<file path="src/rtl/irq_pkg.sv">
package irq_pkg;
  typedef enum logic {
    SZ_BYTE = 1'b0,
    SZ_HALF = 1'b1
  } acc_sz_e;
endpackage

</file>
<file path="src/rtl/irq_cause_reg.sv">
module irq_cause_reg #(
  parameter int CAUSE_W = 16
) (
  input  logic               clk,
  input  logic               rst_n,
  input  logic               req,
  input  logic [CAUSE_W-1:0] req_cause,
  input  logic               ld_byte,
  input  logic [7:0]         byte_val,
  input  logic               force_low,
  output logic [CAUSE_W-1:0] cause_q
);
  localparam logic [CAUSE_W-1:0] FORCE_VAL = CAUSE_W'(8'hFF);

  logic [CAUSE_W-1:0] base;
  logic [CAUSE_W-1:0] cause_d;
  logic               cause_en;

  always_comb begin
    base = cause_q;
    if (ld_byte)   base = CAUSE_W'(byte_val);
    if (force_low) base = FORCE_VAL;
    cause_d  = req ? (base | req_cause) : base;
    cause_en = req | ld_byte | force_low;
  end

  always_ff @(posedge clk or negedge rst_n) begin
    if (!rst_n)        cause_q <= '0;
    else if (cause_en) cause_q <= cause_d;
  end
endmodule

</file>
<file path="src/rtl/irq_mask_reg.sv">
module irq_mask_reg #(
  parameter int CAUSE_W = 16
) (
  input  logic               clk,
  input  logic               rst_n,
  input  logic               wr_en,
  input  logic [CAUSE_W-1:0] wdata,
  input  logic [CAUSE_W-1:0] cause,
  output logic [CAUSE_W-1:0] mask_q,
  output logic               reeval
);
  logic changed;
  logic overlap;

  always_comb begin
    changed = (wdata != mask_q);
    overlap = |((mask_q | wdata) & cause);
    reeval  = wr_en & changed & overlap;
  end

  always_ff @(posedge clk or negedge rst_n) begin
    if (!rst_n)     mask_q <= '0;
    else if (wr_en) mask_q <= wdata;
  end
endmodule

</file>
<file path="src/rtl/irq_delay_timer.sv">
module irq_delay_timer #(
  parameter int DLY_W = 8
) (
  input  logic             clk,
  input  logic             rst_n,
  input  logic             req,
  input  logic [DLY_W-1:0] delay,
  output logic [DLY_W-1:0] cnt_q,
  output logic             expire
);
  localparam logic [DLY_W-1:0] ONE = DLY_W'(1);

  logic [DLY_W-1:0] dec;
  logic [DLY_W-1:0] ld_val;
  logic [DLY_W-1:0] cnt_d;
  logic             cnt_en;

  always_comb begin
    expire = (cnt_q == ONE);
    dec    = (cnt_q != '0) ? (cnt_q - ONE) : '0;
    ld_val = (delay == '0) ? ONE : delay;
    if (req) cnt_d = ((dec != '0) && (dec < ld_val)) ? dec : ld_val;
    else     cnt_d = dec;
    cnt_en = req | (cnt_q != '0);
  end

  always_ff @(posedge clk or negedge rst_n) begin
    if (!rst_n)      cnt_q <= '0;
    else if (cnt_en) cnt_q <= cnt_d;
  end
endmodule

</file>
<file path="src/rtl/irq_cause_ctrl.sv">
module irq_cause_ctrl #(
  parameter int               CAUSE_W   = 16,
  parameter int               DLY_W     = 8,
  parameter int               ADDR_W    = 8,
  parameter logic [ADDR_W-1:0] STAT_ADDR = 8'h28,
  parameter logic [ADDR_W-1:0] MASK_ADDR = 8'h2A,
  parameter logic [ADDR_W-1:0] TEST_ADDR = 8'h20
) (
  input  logic               clk,
  input  logic               rst_n,
  input  logic               src_req,
  input  logic [CAUSE_W-1:0] src_cause,
  input  logic [DLY_W-1:0]   src_delay,
  input  logic               bus_wr,
  input  logic               bus_rd,
  input  logic               bus_size,
  input  logic [ADDR_W-1:0]  bus_addr,
  input  logic [CAUSE_W-1:0] bus_wdata,
  output logic [CAUSE_W-1:0] bus_rdata,
  output logic               irq_o,
  output logic               evt_o
);
  import irq_pkg::*;

  localparam int SYNC_STAGES = 2;

  logic [SYNC_STAGES-1:0] rst_sync;
  logic                   rst_sync_n;
  acc_sz_e                sz;
  logic                   stat_byte_wr;
  logic                   test_byte_wr;
  logic                   mask_half_wr;
  logic [CAUSE_W-1:0]     cause_q;
  logic [CAUSE_W-1:0]     mask_q;
  logic [DLY_W-1:0]       cnt_q;
  logic                   reeval;
  logic                   expire;
  logic                   evt_d;
  logic                   evt_q;

  always_ff @(posedge clk or negedge rst_n) begin
    if (!rst_n) rst_sync <= '0;
    else        rst_sync <= {rst_sync[SYNC_STAGES-2:0], 1'b1};
  end
  assign rst_sync_n = rst_sync[SYNC_STAGES-1];

  always_comb begin
    sz           = acc_sz_e'(bus_size);
    stat_byte_wr = bus_wr && (sz == SZ_BYTE) && (bus_addr == STAT_ADDR);
    test_byte_wr = bus_wr && (sz == SZ_BYTE) && (bus_addr == TEST_ADDR);
    mask_half_wr = bus_wr && (sz == SZ_HALF) && (bus_addr == MASK_ADDR);
  end

  irq_cause_reg #(.CAUSE_W(CAUSE_W)) u_cause (
    .clk       (clk),
    .rst_n     (rst_sync_n),
    .req       (src_req),
    .req_cause (src_cause),
    .ld_byte   (stat_byte_wr),
    .byte_val  (bus_wdata[7:0]),
    .force_low (test_byte_wr),
    .cause_q   (cause_q)
  );

  irq_mask_reg #(.CAUSE_W(CAUSE_W)) u_mask (
    .clk    (clk),
    .rst_n  (rst_sync_n),
    .wr_en  (mask_half_wr),
    .wdata  (bus_wdata),
    .cause  (cause_q),
    .mask_q (mask_q),
    .reeval (reeval)
  );

  irq_delay_timer #(.DLY_W(DLY_W)) u_timer (
    .clk    (clk),
    .rst_n  (rst_sync_n),
    .req    (src_req),
    .delay  (src_delay),
    .cnt_q  (cnt_q),
    .expire (expire)
  );

  assign evt_d = expire | reeval;

  always_ff @(posedge clk or negedge rst_sync_n) begin
    if (!rst_sync_n) evt_q <= 1'b0;
    else             evt_q <= evt_d;
  end

  always_comb begin
    bus_rdata = '0;
    if (bus_rd && (sz == SZ_HALF)) begin
      if (bus_addr == STAT_ADDR)      bus_rdata = cause_q;
      else if (bus_addr == MASK_ADDR) bus_rdata = mask_q;
    end
  end

  assign irq_o = |(cause_q & mask_q);
  assign evt_o = evt_q;
endmodule

</file>
<file path="config.mk">
export PLATFORM = sky130hd
export DESIGN_NAME = irq_cause_ctrl
export DESIGN_NICKNAME = d
export VERILOG_FILES = /design/src/rtl/irq_pkg.sv /design/src/rtl/irq_cause_reg.sv /design/src/rtl/irq_mask_reg.sv /design/src/rtl/irq_delay_timer.sv /design/src/rtl/irq_cause_ctrl.sv
export SDC_FILE = /design/constraint.sdc
export NUM_CORES = 1
export LEC_CHECK = 0
export ABC_AREA = 1
export BUFFER_PORTS_ARGS = -buffer_cell sky130_fd_sc_hd__buf_2
export CAP_MARGIN = 30
export CELL_PAD_IN_SITES_DETAIL_PLACEMENT = 0
export CELL_PAD_IN_SITES_GLOBAL_PLACEMENT = 2
export CORE_MARGIN = 1.5
export CORE_UTILIZATION = 34
export CTS_BUF_LIST = sky130_fd_sc_hd__clkbuf_8
export CTS_CLUSTER_DIAMETER = 150
export DETAILED_ROUTE_END_ITERATION = 8
export PLACE_DENSITY = 0.9
export SLEW_MARGIN = 10
export SYNTH_ARGS = -nofsm -noshare
export SYNTH_HDL_FRONTEND = slang
export SYNTH_SLANG_ARGS = --single-unit
</file>
<file path="constraint.sdc">
create_clock -name clk -period 4 [get_ports clk]
set_input_delay 0.4 -clock clk [delete_from_list [all_inputs] [get_ports clk]]
set_output_delay 0.4 -clock clk [all_outputs]
set_load 0.005 [all_outputs]
</file>
# == Yosys cells after proc, flatten, opt, wreduce, memory -nomap -nowiden ==
# Cells that the tools add are included.
# classes
n_bitwise,11
n_mux,10
n_eq_ne,5
add_sub_neg,1
magnitude_cmp,1
n_reduce_logical,12
# op_table
operator,count
$mux W16,6
$and A16 B16 Y16,2
$mux W8,4
$or A16 B16 Y16,2
$reduce_or A16 Y1,2
$eq A8 B6 Y1 const B,3
$ne A16 B16 Y1,1
$reduce_bool A8 Y1,2
$eq A8 B1 Y1 const B,1
$logic_not A8 Y1,1
$lt A8 B8 Y1,1
$sub A8 B1 Y8 const B,1
$logic_and A1 B1 Y1,7
$or A1 B1 Y1,4
$and A1 B1 Y1,2
$not A1 Y1,1
# word_totals
regBits,43
inputBits,54
elab_cells,45

# == Logic depth before layout (Yosys ltp) ==
# depth
word_depth,7
mapped_depth,17

# == Hierarchy ==
# A second synthesis with hierarchy kept.
# unflattened
cells_unflattened,494
area_unflattened_um2,3490.8
# by_module_without_submodules
module,area_each_um2,seq_area_each_um2,cells_each,instances
irq_mask_reg,1122.3,400.4,162,1
irq_delay_timer,925.9,200.2,141,1
irq_cause_ctrl,742.0,75.1,113,1
irq_cause_reg,700.7,400.4,78,1

# == Worst setup path before layout ==
# No wires, ideal clock.
# synth_path
kind,reg-to-reg
startpoint,register u_timer.cnt_q[0]
endpoint,register u_timer.cnt_q[3]
arrival_ns,2.156
slack_ns,1.770
period_less_slack_ns,2.230
path_stages_with_launch,17
n_path_buf,1
cell_sequence,dfrtp_1 inv_1 ha_1 nand2_4 nor2_8 inv_2 nand3_1 inv_1 ha_1 a21oi_1 o21ai_0 nor2_1 nand2_2 nand2_4 buf_6 nand2_1 o21ai_2
# synth_via
elab_chain_cells,6
elab_cells_between_ends,9
# synth_rtl
element,line_no,rtl
"start, declared",irq_delay_timer.sv:8,"output logic [DLY_W-1:0] cnt_q,"
"start signal, assigned",irq_delay_timer.sv:29,else if (cnt_en) cnt_q <= cnt_d;
$sub A8 B1 Y8 / $reduce_bool A8 Y1 (equally long branches),"irq_delay_timer.sv:20, irq_delay_timer.sv:24",
$mux W8,irq_delay_timer.sv:20,dec = (cnt_q != '0) ? (cnt_q - ONE) : '0;
$lt A8 B8 Y1 / $reduce_bool A8 Y1 (equally long branches),irq_delay_timer.sv:22,if (req) cnt_d = ((dec != '0) && (dec < ld_val)) ? dec : ld_val;
$logic_and A1 B1 Y1,irq_delay_timer.sv:22,
$mux W8 (2 in series),irq_delay_timer.sv:22,
# Parallel ways exist; a longest one is shown, timed or not.
# A chain may end at the register's enable or synchronous reset.

# == Worst setup path after layout ==
# layout_path
startpoint,input port bus_addr[4]
endpoint,output port bus_rdata[7]
# layout_via
elab_chain_cells,4
elab_cells_between_ends,5
# layout_rtl
element,line_no,rtl
"start, declared",irq_cause_ctrl.sv:17,"input logic [ADDR_W-1:0] bus_addr,"
$eq A8 B6 Y1,irq_cause_ctrl.sv:95,else if (bus_addr == MASK_ADDR) bus_rdata = mask_q;
$mux W16,irq_cause_ctrl.sv:95,
$mux W16 *,irq_cause_ctrl.sv:94,if (bus_addr == STAT_ADDR) bus_rdata = cause_q;
$mux W16 *,irq_cause_ctrl.sv:93,if (bus_rd && (sz == SZ_HALF)) begin
"end, declared",irq_cause_ctrl.sv:19,"output logic [CAUSE_W-1:0] bus_rdata,"
# Every way passes the cells marked *; elsewhere a longest branch is shown, timed or not.

==> flow_metrics.py <==
metrics = {
    "worst_hold_path": {
        "hp-class": "flop to async pin",
    },
    "drt": {
        "drt_iter0_drc": 108,
        "vias_per_cell": 4.95,
        "drt-total-wl_um": 7850,
        "vias": 2842,
        "postRouteAntennaNets": 0,
        "drc_errors": 5,
        "drt_first_pass_iters": 7,
        "wire_per_inst_um": 13.7,
    },
    "clock_network": {
        "cts-root-buf": "clkbuf_8",
        "cts_buffers": 5,
        "postCtsSetupBuffers": 0,
        "clock_sinks": 43,
        "path_clk_slew_ns": 0.09,
        "cts_buffer_depth": 2,
        "cts_tree": "yes",
        "htree_levels": 2,
        "clkLatencyLatePin_ns": 0.30,
    },
    "logic_synthesis": {
        "synth-seq-cells": 43,
        "syn_nets": 477,
        "syn_area_um2": 3120,
        "syn_inst": 397,
        "synth_async_sr_flop_share": 1.00,
        "synth_ff_type": "dfrtp_1",
        "yosysSeqAreaShare": 0.345,
        "synth-edff-count": 0,
        "ys.warnings.count": 0,
        "ys_types": 36,
        "syn_avg_cell_area_um2": 7.86,
    },
    "power": {
        "p_leak_nw": 1.93,
        "ir_worst_vdd_mv": 0.195,
        "power_density_nw_per_um2": 389,
    },
    "critical_path": {
        "worstPathArrival_ns": 2.13,
        "critical_path.top_delay_family": "simple AND/OR/NAND/NOR gates",
        "cp.required_ns": 3.60,
        "crit_path_cell_trace": "buf_2, nor4_2, nand2_1, nor3b_4, nand2_1, a21oi_1, buf_2",
        "cp_num_buf_inv": 2,
        "cp-end-kind": "output pin",
        "cpMaxStageDelayCell": "nor3b_4",
        "slowest_delay_ns": 0.66,
        "start_kind": "primary input",
        "critical_path_class": "primary input to output pin",
        "critPathMaxFanout": 17,
    },
    "timing": {
        "fin_crit_sh": 0.633,
        "final-max-slew-violation-count": 0,
        "tightest_slew_ns": 0.827,
        "finalClockSkew_ns": 0.00668,
        "setup_violations": 0,
        "fmax_ghz": 0.395,
        "final.setup.tns_ns": 0,
        "hold_viol": 0,
        "rsz0062_at_grt": "false",
        "slew_headroom": 0.447,
        "layout_min_cycle_time_ns": 2.53,
    },
    "floorplanning": {
        "start_util": 0.354,
        "die_h_um": 98.8,
        "io_pins": 72,
        "core_area_um2": 8810,
        "row_count": 34,
        "fp.dieW_um": 98.8,
        "die-area_um2": 9760,
    },
    "layout": {
        "layout_common_cells": "nand2_1 (104), inv_1 (74), buf_2 (71)",
        "area_delta_synth_final_pct": 17.1,
        "fill_cells": 923,
        "nets": 545,
        "layout_commonest_cell": "nand2_1",
        "post-route-cell-area_um2": 3650,
        "diodes": 0,
        "final_layout_size_suffix_gt1_frac": 0.270,
    },
    "global_routing": {
        "grt_pass1_vias": 2839,
        "grt_first_pass_wirelength_um": 13300,
        "grt_start_max_net_pins": 42,
        "antenna_found_initial": 0,
        "globalRoute.totalOverflow": 0,
        "track_usage": 0.169,
    },
    "run": {
        "drv_cap": 0,
    },
    "place": {
        "dp.final_hpwl_um": 6040,
        "port_buffers": 71,
        "postPlaceCellArea_um2": 3530,
        "gp_congestion": 0.837,
    },
    "run_status": {
        "violations": "DRC",
        "outcome": "complete, but fails checks",
    },
}
power breakdown:
| group | switching [mW] | internal, mW | total (mW) |
|---|---|---|---|
| Clock | 0.167 | 0.125 | 0.292 |
| Sequential | 0.0511 | 0.485 | 0.536 |
| Combinational | 0.366 | 0.226 | 0.593 |
| Total | 0.584 | 0.836 | 1.42 |
kinds of logic after synthesis:
| kind of cell | Yosys count | synth area share |
|---|---|---|
| flip-flops | 43 | 0.345 |
| adder cells (fa/ha/maj) | 26 | 0.104 |
| other | 1 | 0.00120 |
| buffers and inverters | 87 | 0.117 |
| AND/OR/NAND/NOR | 163 | 0.251 |
| AO/OA/AOI/OAI | 77 | 0.182 |
metal layers:
| layer | wire length, um | GRT usage |
|---|---|---|
| met1 | 3730 | 0.223 |
| met2 | 3720 | 0.286 |
| met3 | 299 | 0.0262 |
| met4 | 109 | 0.0516 |
| met5 | 0 | 0 |
metrics by stage:
stage          worst slack, ns  utilization  std cells  hold slack [ns]  total power [mW]
2_1_floorplan             1.77            -        397            0.104              1.01
5_1_grt                   1.23        0.415        574            0.102              1.56
3_5_place_dp              1.37        0.401        564            0.192              1.14
3_3_place_gp              1.40        0.401        564            0.184              1.13
4_1_cts                   1.46        0.413        573            0.289              1.44
6_report                  1.47        0.415        574           0.0855              1.42
sequential cells by signal (all words and copies together) (netlist names):
name,count
u_timer.cnt_q,8
u_cause.cause_q,16
rst_sync,2
evt_o,1
u_mask.mask_q,16
repair_timing:
action / in CTS / in global routing
endpoints found under the hold margin: 2 / 0
hold buffers: 1 / 0
gates resized for setup: 0 / 0
setup endpoints to repair: 0 / 0
final cells by class:
type	instances	area, um2	share of cell area
multi-input cells	267	1680	0.460
clock inverters	3	25.0	0.00685
repair buffers	73	385	0.105
flip-flops and latches	43	1080	0.295
well taps	108	135	0.0370
clock buffers	5	68.8	0.0188
inverters	75	282	0.0771
cells in the mapped netlist (7+ instances only):
master       n  area share
nor4_1       7       0.014
dfrtp_1     43        0.34
ha_1        26        0.10
inv_1       74       0.089
a32o_1       8       0.026
nand2_1    104        0.13
nor2_1      13       0.016
nand3_1     13       0.021
o2111ai_1    8       0.022
a21oi_1     20       0.032
o22ai_1     14       0.028
o21ai_2     21       0.059
worst paths after layout:
kind | slack [ns] | start | endpoint | cells after the start
setup / recovery | 1.47 | bus_addr[4] | bus_rdata[7] | 7
hold / removal | 0.09 | rst_sync[1] | u_cause.cause_q[2] | 0
setup reg to reg | 1.50 | u_timer.cnt_q[0] | u_timer.cnt_q[0] | 16
hold reg to reg | 0.09 | rst_sync[1] | u_cause.cause_q[2] | 0
max in group asynchronous | 3.48 | rst_sync[1] | u_cause.cause_q[11] | 1
min in group clk | 0.31 | src_cause[3] | u_cause.cause_q[3] | 3
No activity file was read; power rests on OpenSTA's default activity.
